<file path="src/rtl/vlx_pkg.sv">
package vlx_pkg;
  localparam int unsigned CODE_W = 2;
  typedef logic [CODE_W-1:0] code_t;

  // Pattern length selected by a control code.
  function automatic int unsigned pat_len(code_t c);
    return (c == '0) ? 2 : int'(c) + 1;
  endfunction

  // Number of times the pattern is replayed.
  function automatic int unsigned rep_num(code_t c);
    return (c == '0) ? 1 : int'(c) + 1;
  endfunction
endpackage

</file>
<file path="src/rtl/vlx_rx.sv">
module vlx_rx
  import vlx_pkg::*;
#(
  parameter int unsigned PAT_W = 4
) (
  input  logic             clk,
  input  logic             rst,
  input  logic             enable,
  input  logic             in_valid,
  input  logic             in_bit,
  output logic             load,
  output logic [PAT_W-1:0] load_pat,
  output code_t            load_code
);
  localparam int unsigned CNT_W = $clog2(PAT_W + 1);

  typedef enum logic {PH_CTRL, PH_PAT} phase_t;

  phase_t           phase;
  logic [CNT_W-1:0] cnt;
  code_t            code_q;
  logic [PAT_W-1:0] shreg;
  logic [CNT_W-1:0] need;
  logic             take;

  assign take      = in_valid & enable;
  assign need      = CNT_W'(pat_len(code_q));
  assign load_pat  = {shreg[PAT_W-2:0], in_bit};
  assign load_code = code_q;

  always_comb begin
    load = take && (phase == PH_PAT) && (cnt == need - 1'b1);
  end

  always_ff @(posedge clk) begin
    if (rst) begin
      phase  <= PH_CTRL;
      cnt    <= '0;
      code_q <= '0;
      shreg  <= '0;
    end else if (take) begin
      case (phase)
        PH_CTRL: begin
          code_q <= {code_q[CODE_W-2:0], in_bit};
          if (cnt == CNT_W'(CODE_W - 1)) begin
            phase <= PH_PAT;
            cnt   <= '0;
          end else begin
            cnt <= cnt + 1'b1;
          end
        end
        default: begin
          shreg <= load_pat;
          if (load) begin
            phase <= PH_CTRL;
            cnt   <= '0;
          end else begin
            cnt <= cnt + 1'b1;
          end
        end
      endcase
    end
  end
endmodule

</file>
<file path="src/rtl/vlx_replay.sv">
module vlx_replay
  import vlx_pkg::*;
#(
  parameter int unsigned PAT_W = 4
) (
  input  logic             clk,
  input  logic             rst,
  input  logic             load,
  input  logic [PAT_W-1:0] load_pat,
  input  code_t            load_code,
  output logic             busy,
  output logic             out_valid,
  output logic             out_bit
);
  localparam int unsigned IDX_W = (PAT_W > 1) ? $clog2(PAT_W) : 1;

  logic [PAT_W-1:0] pat_q;
  logic [IDX_W-1:0] top_idx;
  logic [IDX_W-1:0] idx;
  logic [IDX_W-1:0] reps_left;

  always_ff @(posedge clk) begin
    if (rst) begin
      busy      <= 1'b0;
      out_valid <= 1'b0;
      out_bit   <= 1'b0;
      pat_q     <= '0;
      top_idx   <= '0;
      idx       <= '0;
      reps_left <= '0;
    end else if (load) begin
      busy      <= 1'b1;
      out_valid <= 1'b0;
      pat_q     <= load_pat;
      top_idx   <= IDX_W'(pat_len(load_code) - 1);
      idx       <= IDX_W'(pat_len(load_code) - 1);
      reps_left <= IDX_W'(rep_num(load_code) - 1);
    end else if (busy) begin
      out_valid <= 1'b1;
      out_bit   <= pat_q[idx];
      if (idx == '0) begin
        idx <= top_idx;
        if (reps_left == '0) begin
          busy <= 1'b0;
        end else begin
          reps_left <= reps_left - 1'b1;
        end
      end else begin
        idx <= idx - 1'b1;
      end
    end else begin
      out_valid <= 1'b0;
    end
  end
endmodule

</file>
<file path="src/rtl/vlx_decomp.sv">
module vlx_decomp
  import vlx_pkg::*;
#(
  parameter int unsigned PAT_W = 4
) (
  input  logic clk,
  input  logic rst,
  input  logic cw_valid,
  input  logic cw_bit,
  output logic cw_ready,
  output logic scan_valid,
  output logic scan_bit
);
  logic             busy;
  logic             load;
  logic [PAT_W-1:0] load_pat;
  code_t            load_code;

  assign cw_ready = ~busy;

  vlx_rx #(.PAT_W(PAT_W)) u_rx (
    .clk       (clk),
    .rst       (rst),
    .enable    (cw_ready),
    .in_valid  (cw_valid),
    .in_bit    (cw_bit),
    .load      (load),
    .load_pat  (load_pat),
    .load_code (load_code)
  );

  vlx_replay #(.PAT_W(PAT_W)) u_replay (
    .clk       (clk),
    .rst       (rst),
    .load      (load),
    .load_pat  (load_pat),
    .load_code (load_code),
    .busy      (busy),
    .out_valid (scan_valid),
    .out_bit   (scan_bit)
  );
endmodule

</file>
<file path="config.mk">
export PLATFORM = sky130hd
export DESIGN_NAME = vlx_decomp
export DESIGN_NICKNAME = d
export VERILOG_FILES = /design/src/rtl/vlx_pkg.sv /design/src/rtl/vlx_rx.sv /design/src/rtl/vlx_replay.sv /design/src/rtl/vlx_decomp.sv
export SDC_FILE = /design/constraint.sdc
export NUM_CORES = 1
export LEC_CHECK = 0
export ABC_AREA = 1
export BUFFER_PORTS_ARGS = -buffer_cell sky130_fd_sc_hd__buf_2
export CAP_MARGIN = 20
export CELL_PAD_IN_SITES_DETAIL_PLACEMENT = 0
export CELL_PAD_IN_SITES_GLOBAL_PLACEMENT = 2
export CORE_UTILIZATION = 31
export CTS_CLUSTER_SIZE = 40
export DETAILED_ROUTE_END_ITERATION = 7
export GPL_TIMING_DRIVEN = 0
export HOLD_SLACK_MARGIN = 0.15
export PLACE_DENSITY_LB_ADDON = 0.2
export SLEW_MARGIN = 20
export SYNTH_ARGS = -nofsm -noshare
export SYNTH_HDL_FRONTEND = slang
export SYNTH_SLANG_ARGS = --single-unit
export TNS_END_PERCENT = 5
</file>
<file path="constraint.sdc">
create_clock -name clk -period 1.95 [get_ports clk]
set_clock_uncertainty 0.2 [all_clocks]
set_input_delay 0.585 -clock clk [delete_from_list [all_inputs] [get_ports clk]]
set_output_delay 0.585 -clock clk [all_outputs]
set_load 0.02 [all_outputs]
</file>
==> summary.md <==
| Metric | Value |
|---|---|
| Outcome | `complete, no violations` |
| Largest net degree at the start of global routing | `14` |
| CTS root buf | `clkbuf_8` |
| Critical path launch point type | `register` |
| GRT overflow | `0` |
| Maximum clock rate | `552 MHz` |
| Sink Count | `22` |
| Hold Crit Class | `reg -> reg` |
| Critical Path Max Stage Delay | `0.38 ns` |
| R2R Setup Slk | `0.14 ns` |
| Reg2Reg Depth | `14` |
| Vias in the first global route | `between 900 and 1k` |
| Slowest cell on the critical path | `dfxtp_4` |
| First DRT Iteration DRCs | `45` |
| DR pass1 iterations | `4` |
| Met2 usage | `24.3%` |
| Initial antenna violation count | `0` |
| Worst path arrival time | `1.80 ns` |
| DP HPWL | `roughly 2000 um` |
| Mapped Cells | `between 150 and 200` |
| Most common cell after layout, fill and taps aside | `nand2_1` |
| Mapped Area | `0.00123 mm2` |
| Static Leakage | `0.677 nW` |
| Placed Cells | `225` |
| Setup CP Type | `reg -> reg` |
| Met1 GRT Util | `18.5%` |
| Dpl ws | `-0.0751 ns` |
| DIE AREA | `0.00423 mm2` |
| Die Y | `65.1 um` |
| Total power | `1.07 mW` |
| Sequential element share of the synthesized area | `35.7%` |
| CTS tree | `done` |
| Max cap viols | `0` |
| Final setup viols | `0` |
| Syn Area/Cell | `7.21 um2` |
| Routed wire length per instance | `around 11 um` |
| Via total after detailed routing | `1086` |
| I/O pin count | `7` |
| Synth cell types | `26` |
| Clock latency on the worst-skew pair | `0.27 ns` |
| Slew @ Worst Pin | `0.516 ns` |
| Fin. max-slew vios | `0` |
| Net Count, Synth | `181` |
| I/O Buffers | `6` |
| Relative max-transition margin | `65.6%` |
| H-tree depth | `1` |
| Filler cell count | `424` |
| Fin area | `~0.0015 mm2` |
| Area after DPL | `0.00132 mm2` |
| M3 GR Usage | `under 10%` |
| Worst flop-to-flop path startpoint | `u_rx.load_code[0]` |
| Area Growth Syn to Fin | `22.3%` |
| CTS Buf Count | `3` |
| Synth warn | `0` |
| Clock Path Buffers | `2` |
| #FFs+latches synth | `22` |
| Ant diodes | `0` |
| Hold Path End | `u_replay.pat_q[0]` |
| Layout cells sized above 1 | `25.7%` |
| Vias per cell | `4.62` |
| Most used cell, CP | `nand2_2` |
| # DRC | `0` |
| Fin Setup TNS | `0 ns` |
| Leading cell types in the layout, fill and taps excluded | `nand2_1, inv_1, dfxtp_1` |
| Crit-path max FO | `8` |
| Final Hold Viols | `0` |
| Layout Cells excl Fill | `235` |
| Post-route clock period utilization | `93.0%` |
| Min Tclk post-route | `1.81 ns` |
| Die W | `65.1 um` |
| Std-Cell Rows | `22` |
| Global-route wire length before repair | `4580 um` |
| Worst setup margin | `0.137 ns` |
| Routed Antenna Nets | `0` |
| Hold Buf Count CTS | `0` |
| Clock Pin Slew Worst Setup and Hold Paths | `about 0.090 ns` |
| Starting density of the core | `32.9%` |
| Nets@finish | `just under 200` |
| PD cells | `708 mW/mm2` |
| WP data required | `1.93 ns` |
| VDD IR-drop max | `0.000319 V` |
| Drt total wl | `2630 um` |
| Total Routing Usage GR | `14.4%` |
| Busiest grt layer | `met2` |
| Reg2Reg Capture Point | `u_replay.reps_left[1]` |
| Crit path cell chain | `inv_4, ha_4, inv_4, nand2_2, nand3_2, nand2_4, nand4_4, buf_8, nand2_2, nand2_2, nand2_1, nand3_1, nand2_1, inv_1` |
| Core area | `roughly 0.0037 mm2` |
| Hold Path Depth | `2` |
| Global placer's final weighted congestion | `between 0.7 and 0.8` |
| Min-delay src | `u_replay.pat_q[0]` |
| Critical Path End Type | `register` |
## area by class of cell
class                   instances  area [um2]  share of cell area (%)
flip-flops and latches         22         448                    29.7
repair buffers                 12        75.1                    4.98
well taps                      48        60.1                    3.98
clock buffers                   3        41.3                    2.74
multi-input cells             113         699                    46.4
clock inverters                 1        30.0                    1.99
plain buffers                   3        22.5                    1.49
inverters                      33         131                    8.71
## critical path, delay by kind of cell (launching register included)
family	cells	cell delay (ns)
DFF	1	0.38
buffers and inverters	4	0.32
and+or+nand+nor	9	0.64
adders and majority gates	1	0.17
## worst max path at each step
stage,from,to,cells past startpoint
after floorplan,u_rx.load_code[0],u_replay.reps_left[1],13
after CTS,u_rx.load_code[0],u_replay.reps_left[1],14
after global placement,u_rx.load_code[0],u_replay.reps_left[1],14
final,u_rx.load_code[0],u_replay.reps_left[1],14
after global routing,u_rx.load_code[0],u_replay.reps_left[1],14
after detailed placement,u_rx.load_code[0],u_replay.reps_left[1],14
## synthesized netlist by cell type
library cell / n / area, um2
o21ai_1: 2 / 10.0
nor2_4: 2 / 22.5
inv_1: 28 / 105
dfxtp_1: 22 / 440
nand3_4: 1 / 17.5
inv_2: 4 / 15.0
xor2_1: 1 / 8.76
nand3_2: 1 / 10.0
o211ai_1: 2 / 15.0
nand2_1: 36 / 135
nand3_1: 11 / 55.1
buf_6: 1 / 11.3
nor2_8: 1 / 20.0
nor2_2: 1 / 6.26
nand2_4: 2 / 22.5
inv_4: 1 / 6.26
nand2_2: 2 / 12.5
nand4_4: 1 / 21.3
a21oi_1: 12 / 60.1
o22ai_1: 2 / 12.5
ha_1: 6 / 75.1
o21ai_0: 12 / 60.1
nand4_1: 5 / 31.3
a31oi_1: 1 / 6.26
nor2_1: 12 / 45.0
clkbuf_1: 2 / 7.51
## power by group
group	internal, mW	leakage (nW)	total (mW)	switching (mW)
Combinational	0.0558	0.462	0.142	0.0858
Sequential	0.463	0.180	0.480	0.0175
Clock	0.275	0.0357	0.445	0.171
## stage by stage
| stage | hold slack (ns) | util [%] |
|---|---|---|
| CTS | 0.264 | 37.6 |
| finish | 0.260 | 40.3 |
| global placement | 0.236 | 35.3 |
| global route | 0.291 | 40.3 |
| floorplan | 0.213 | - |
| detailed placement | 0.247 | 35.3 |
## flip-flops by register name (all words and copies together), names as in the netlist, 2 cells and up
name and cells:
u_rx.shreg 3, u_rx.cnt 3, u_replay.top_idx 2, u_replay.pat_q 4, u_rx.load_code 2, u_replay.reps_left 2, u_replay.idx 2
## cells by family after synthesis
group	after synthesis	share of synthesized area, %
simple gates	75	32.4
buf+inv	36	11.8
compound gates	31	13.3
flops	22	35.7
fa+ha+maj	6	6.09
xor+xnor	1	0.711
## layer usage
metal	routed length, um	part of all wire (%)
met4	26	0.99
met3	79	3.0
met2	1250	48
met1	1270	48
met5	0	0
## repair_timing
action / in CTS / in global routing
buffers inserted: 0 / 6
resized for setup: 3 / 19
setup endpoints to repair: 8 / 11
pin swaps: 0 / 7
Note: power is estimated with default switching activity, not from simulation.
